$ cat src/rtl/qclk_pkg.sv
// Package qclk_pkg
// Shared phase type and the mapping from sequencer phase to output levels.
// Assumes four phases per bus cycle, indexed 0..3 in time order.
package qclk_pkg;

    localparam int PHASE_COUNT = 4;
    localparam int PHASE_W     = $clog2(PHASE_COUNT);

    typedef logic [PHASE_W-1:0] phase_t;

    // Output pair {q, e} for a given phase index.
    function automatic logic [1:0] phase_to_qe(input phase_t ph);
        logic [1:0] qe;
        case (ph)
            2'd0:    qe = 2'b00;
            2'd1:    qe = 2'b10;
            2'd2:    qe = 2'b11;
            default: qe = 2'b01;
        endcase
        return qe;
    endfunction

    // Legal successor of an output pair {q, e} in the quadrature cycle.
    function automatic logic [1:0] qe_successor(input logic [1:0] qe);
        logic [1:0] nx;
        case (qe)
            2'b00:   nx = 2'b10;
            2'b10:   nx = 2'b11;
            2'b11:   nx = 2'b01;
            default: nx = 2'b00;
        endcase
        return nx;
    endfunction

endpackage

$ cat src/rtl/qclk_step_timer.sv
// Module qclk_step_timer
// Issues an advance pulse once every STEP_CYCLES oscillator cycles.
// Assumes STEP_CYCLES >= 1. When STEP_CYCLES is 1 the pulse stays high.
// Counting restarts from zero on a synchronous active-low reset.
module qclk_step_timer #(
    parameter int STEP_CYCLES = 1
) (
    input  logic clk,
    input  logic rst_n,
    output logic tick
);
    localparam int CNT_W = (STEP_CYCLES > 1) ? $clog2(STEP_CYCLES) : 1;
    localparam logic [CNT_W-1:0] LAST = CNT_W'(STEP_CYCLES - 1);

    logic [CNT_W-1:0] cnt;

    // Pulse on the last count of each quarter.
    always_comb tick = (cnt == LAST);

    // Count oscillator cycles within the current quarter.
    always_ff @(posedge clk) begin
        if (!rst_n)    cnt <= '0;
        else if (tick) cnt <= '0;
        else           cnt <= cnt + 1'b1;
    end

endmodule

$ cat src/rtl/qclk_phase_seq.sv
// Module qclk_phase_seq
// Holds the current phase index (0..3) and advances it by one on each tick.
// The index wraps from 3 back to 0. The next value is exported so that the
// output stage can register its decode with no added latency.
module qclk_phase_seq
    import qclk_pkg::*;
(
    input  logic   clk,
    input  logic   rst_n,
    input  logic   tick,
    output phase_t phase_cur,
    output phase_t phase_nxt
);

    // Next phase: step forward on tick, otherwise hold.
    always_comb phase_nxt = tick ? phase_t'(phase_cur + 1'b1) : phase_cur;

    // Phase register, parked at phase 0 in reset.
    always_ff @(posedge clk) begin
        if (!rst_n) phase_cur <= '0;
        else        phase_cur <= phase_nxt;
    end

endmodule

$ cat src/rtl/qclk_out_reg.sv
// Module qclk_out_reg
// Registers the decoded output levels so that both bus clocks come straight
// from flip-flops. Assumes phase_nxt is the value the sequencer loads at the
// same edge, which keeps the outputs aligned with the phase register.
module qclk_out_reg
    import qclk_pkg::*;
(
    input  logic   clk,
    input  logic   rst_n,
    input  phase_t phase_nxt,
    output logic   q_o,
    output logic   e_o
);
    logic [1:0] qe_d;

    // Decode the levels for the coming phase.
    always_comb qe_d = phase_to_qe(phase_nxt);

    // Output flip-flops, both low in reset.
    always_ff @(posedge clk) begin
        if (!rst_n) begin
            q_o <= 1'b0;
            e_o <= 1'b0;
        end else begin
            q_o <= qe_d[1];
            e_o <= qe_d[0];
        end
    end

endmodule

$ cat src/rtl/qclk_gen.sv
// Module qclk_gen (top)
// Quadrature bus clock generator. It divides clk_osc by 4*STEP_CYCLES into
// two square waves, with Q leading E by STEP_CYCLES oscillator periods.
// Assumes a free-running oscillator and a reset synchronous to it.
module qclk_gen
    import qclk_pkg::*;
#(
    parameter int STEP_CYCLES = 1
) (
    input  logic clk_osc,
    input  logic rst_n,
    output logic e_clk,
    output logic q_clk
);
    logic   tick;
    phase_t phase_cur;
    phase_t phase_nxt;

    qclk_step_timer #(.STEP_CYCLES(STEP_CYCLES)) u_timer (
        .clk   (clk_osc),
        .rst_n (rst_n),
        .tick  (tick)
    );

    qclk_phase_seq u_seq (
        .clk       (clk_osc),
        .rst_n     (rst_n),
        .tick      (tick),
        .phase_cur (phase_cur),
        .phase_nxt (phase_nxt)
    );

    qclk_out_reg u_out (
        .clk       (clk_osc),
        .rst_n     (rst_n),
        .phase_nxt (phase_nxt),
        .q_o       (q_clk),
        .e_o       (e_clk)
    );

endmodule

$ cat config.mk
export PLATFORM = sky130hd
export DESIGN_NAME = qclk_gen
export DESIGN_NICKNAME = d
export VERILOG_FILES = /design/src/rtl/qclk_pkg.sv /design/src/rtl/qclk_step_timer.sv /design/src/rtl/qclk_phase_seq.sv /design/src/rtl/qclk_out_reg.sv /design/src/rtl/qclk_gen.sv
export SDC_FILE = /design/constraint.sdc
export NUM_CORES = 1
export LEC_CHECK = 0
export BUFFER_PORTS_ARGS = -buffer_cell sky130_fd_sc_hd__buf_4
export CORE_AREA = 2 2 39 41
export DETAILED_ROUTE_END_ITERATION = 8
export DIE_AREA = 0 0 41 43
export HOLD_SLACK_MARGIN = 0.06
export SYNTH_ARGS = -nofsm -noshare
export SYNTH_HDL_FRONTEND = slang
export SYNTH_SLANG_ARGS = --single-unit
$ cat constraint.sdc
create_clock -name clk_osc -period 1 [get_ports clk_osc]
set_clock_uncertainty 0.1 [all_clocks]
set_input_delay 0.25 -clock clk_osc [delete_from_list [all_inputs] [get_ports clk_osc]]
set_output_delay 0.25 -clock clk_osc [all_outputs]
set_load 0.02 [all_outputs]
# == After elaboration in Yosys (flattened, before gate mapping) ==
# Cells that the tools add are included.
# word_totals
reg_bits,5
latchBits,0
ram_bits,0
romBits,0
inputBits,2
output_inout_bits,2
elab_cells,12
mem_count,0
# classes
n_addsub,2
mul,0
div_mod_pow,0
n_lt_le_gt_ge,0
eq_ne,2
shifts,0
muxes,2
bitwise_logic,0
reduce_logical,2
# op_table
op,count
$pmux 2 s3,1
$add 2x1->2 const B,1
$eq 2x1->1 const B,1
$eq 2x2->1 const B,1
$logic_not 2->1,1
$mux 2,1
$reduce_and 2->1,1
$add 1x1->1 const B,1

# == Depth between registers and ports, before layout ==
# depth
word_depth,4
mapped_depth,5
depth_no_buf,5

# == By module ==
# A second synthesis with hierarchy kept.
# hier_totals
hier_cells,19
area_unflattened_um2,200.2
# modules_own_cells
mod,instances,cells_each,area_per_inst_um2,seq_area_each_um2
qclk_phase_seq,1,9,87.6,40.0
qclk_out_reg,1,7,85.1,40.0
qclk_step_timer,1,3,27.5,20.0

# == Worst setup path before layout ==
# Ideal clock, no wire load.
# synth_timing
path_kind,register to register
start,register u_timer.cnt
end,register u_out.e_o
setup_time_ps,115
arrival_time_ps,928
required_ps,785
path_slack_ps,-144
stages_incl_launch_ff,6
path_buffers,0
period_less_slack_ps,1144
path_cell_list,dfxtp_1 -> nand2b_1 -> xnor2_2 -> ha_1 -> a21oi_1 -> nor2b_1
# synth_between
elab_chain_len,3
word_cells_on_any_way,5
classes_between,eq/ne: 2; mux: 2; reduce/logical: 1
# synth_lines
element,line,text
start: declaration,qclk_step_timer.sv:15,logic [CNT_W-1:0] cnt;
start signal: assignment,qclk_step_timer.sv:24,else cnt <= cnt + 1'b1;
$mux 2 *,qclk_phase_seq.sv:16,always_comb phase_nxt = tick ? phase_t'(phase_cur + 1'b1) : phase_cur;
named net phase_nxt[1],qclk_gen.sv:17,phase_t phase_nxt;
"$eq 2x2->1, or another cell as far along",qclk_pkg.sv:14,case (ph)
$pmux 2 s3 *,qclk_pkg.sv:14,
end signal: assignment,qclk_out_reg.sv:26,e_o <= qe_d[0];
end: declaration,qclk_out_reg.sv:12,output logic e_o
# The timed path passes the listed nets; every way through them passes the cells marked *.
# A chain may end at the register's enable or synchronous reset.

# == Worst setup path in the final report ==
# Ends and elaborated chain as after synthesis.

==> impl_metrics.tcl <==
set metrics [dict create \
    grt_pass1_wl_um 434 \
    area_delta_synth_final_pct 71.7 \
    htreeDepth 1 \
    r2r_start "u_timer.cnt" \
    hold_buffers 0 \
    clockBufferDepth 2 \
    finish.net_count 28 \
    multi_input_area_um2 120 \
    hold_class "input pin to register" \
    grt_max_degree 5 \
    crit_arrival_ns 1.18 \
    portBuffers 3 \
    end_kind "register" \
    grt_pass1_vias 141 \
    tns_ns -0.325 \
    fin_cells 40 \
    reg2reg_setup_slack_ns -0.15 \
    rows 14 \
    max_stage_delay_ns 0.33 \
    post-place-cells 36 \
    layout_common_cells "clkbuf_4, dfxtp_2" \
    cp-endpoint "u_out.e_o" \
    vias 122 \
    clkPwrFrac_pct 38.3 \
    grt_setup_unrepaired "true" \
    drt-total-wl_um 312 \
    drc_errors 0 \
    ioPinCount 4 \
    yosysUniqueCellTypes 10 \
    avgSynthCellArea_um2 11.3 \
    finalCritPeriodShare_pct 115 \
    cp.depth 5 \
    clk_latency_ns 0.24 \
    ys_ff_latch 5 \
    place_ws_ns -0.149 \
    critPathLaunchType "register" \
    start_util_pct 13.1 \
    antenna_found_initial 0 \
    gr-usage-all-layers_pct 4.31 \
    fillers 150 \
    power.static_leakage_nw 0.131 \
    setup_viol 4 \
    synth_warnings 0 \
    fin_ws_ns -0.149 \
    status "complete, but fails checks" \
    power.switching_mw 0.148 \
    vdd_drop_max_uv 324 \
    diodes 0 \
    fin_hold_ws_ns 0.141 \
    drv_slew 0 \
    violations "setup timing" \
    worst-path-buf-inv 0 \
    r2r_end "u_out.e_o" \
    critPathKind "register to register" \
    syn_nets 19 \
    finalHoldViolations 0 \
    placed_area_um2 240 \
    dr.pass1.iters 2 \
    wl_per_cell_um 7.80 \
    design_area_um2 312 \
    core_area_um2 1380 \
    layout-drive-gt1-share_pct 62.5 \
    seqPwrFrac_pct 40.8 \
    cts_sinks 5 \
    die-area_um2 1760 \
    post_cts_buffers 0 \
    critPathMaxFanout 2 \
    ant_nets 0 \
    swShare_pct 24.9 \
    worstSetupStartpoint "u_timer.cnt" \
    die-width_um 41 \
    path_delay_family "flip-flops" \
    crit_slowest_cell "dfxtp_2" \
    p_per_area_nw_per_um2 1910 \
    register_area_um2 104 \
    required_ns 1.03 \
    numCtsBuffers 3 \
    seq_area_frac_synth_pct 55.2 \
    synth_area_um2 181 \
    p_comb_share_pct 21.0 \
    drv_cap 0 \
    min_period_ns 1.15 \
    r2r_cells 5 \
    clock_tree.root_cell "clkbuf_4" \
    cts_tree "done" \
    internal_power_mw 0.447 \
    drtIter0Drc 3 \
    synthCells 16 \
    globalRoute.totalOverflow 0 \
    die_y_um 43 \
    via_per_inst 3.05 \
    crit_chain "nand2b_4 > xnor2_4 > ha_4 > a21oi_2 > nor2b_1" \
    path_clk_slew_ns 0.04 \
    max_freq_ghz 0.870 \
    gp_congestion 0.555 \
]
power groups by stage:
| stage | clock network (mW) | registers [mW] | logic [mW] |
|---|---|---|---|
| detailed placement | 0 | 0.238 | 0.0907 |
| global placement | 0 | 0.237 | 0.0913 |
| floorplan | 0 | 0.250 | 0.0430 |
| finish | 0.228 | 0.242 | 0.125 |
| CTS | 0.241 | 0.237 | 0.100 |
| global route | 0.255 | 0.244 | 0.136 |
cell usage after synthesis:
| cell | instances | share of area (%) |
|---|---|---|
| and2_1 | 2 | 6.9 |
| conb_1 | 1 | 2.1 |
| xnor2_1 | 1 | 4.8 |
| ha_1 | 1 | 6.9 |
| nor2b_1 | 2 | 6.9 |
| dfxtp_1 | 5 | 55 |
| nand2b_1 | 1 | 3.5 |
| inv_1 | 1 | 2.1 |
| a21oi_1 | 1 | 2.8 |
| xnor2_2 | 1 | 9.0 |
worst register-to-register path: cells and delay by family, from the launching register on:
kind	cells	cell delay, ns
compound gates	1	0.09
xor+xnor	1	0.15
fa+ha+maj	1	0.16
flops	1	0.33
simple gates	2	0.21
cell type report:
type / instances / area share [%]
Sequential cell: 5 / 33.3
Inverter: 1 / 1.20
Multi-Input combinational cell: 10 / 38.6
Timing Repair Buffer: 4 / 12.0
Tap cell: 16 / 6.43
Clock buffer: 4 / 8.43
how the worst min path moves through the flow:
stage / from / endpoint / slack [ns] / cells past startpoint
global route: rst_n / u_seq.phase_cur[0] / 0.14 / 2
finish: rst_n / u_seq.phase_cur[0] / 0.14 / 2
floorplan: rst_n / u_seq.phase_cur[0] / 0.27 / 1
CTS: rst_n / u_seq.phase_cur[0] / 0.13 / 2
global placement: rst_n / u_seq.phase_cur[1] / 0.38 / 2
detailed placement: rst_n / u_seq.phase_cur[0] / 0.38 / 2
flip-flops by register name, summed over array words and instances (netlist names):
register         count
u_out.e_o            1
u_timer.cnt          1
u_out.q_o            1
u_seq.phase_cur      2
through the flow:
| step | power, mW | util, % |
|---|---|---|
| 2_1_floorplan | 0.293 | - |
| 3_3_place_gp | 0.329 | 17.4 |
| 3_5_place_dp | 0.329 | 17.4 |
| 4_1_cts | 0.578 | 20.2 |
| 5_1_grt | 0.636 | 22.5 |
| 6_report | 0.595 | 22.5 |
metal layers:
metal	up-vias	track usage (%)	routed length, um
li1	63	-	-
met3	2	1.57	5
met1	54	2.88	117
met4	0	8.00	8
met2	3	5.94	181
met5	-	0	0
timing repair:
| item | in CTS | in global routing |
|---|---|---|
| pin swaps | 0 | 3 |
| setup endpoints to repair | 4 | 5 |
| gates resized for setup | 5 | 4 |
cell families (layout without fill, tap and decap cells):
family          after synthesis  in the layout  synth area share, %
flops                         5              5                 55.2
simple gates                  5              5                 17.2
xor+xnor                      2              2                 13.8
fa+ha+maj                     1              1                 6.90
other cells                   1              1                 2.07
compound gates                1              1                 2.76
buf+inv                       1              9                 2.07
Note: power is estimated with default switching activity, not from simulation.
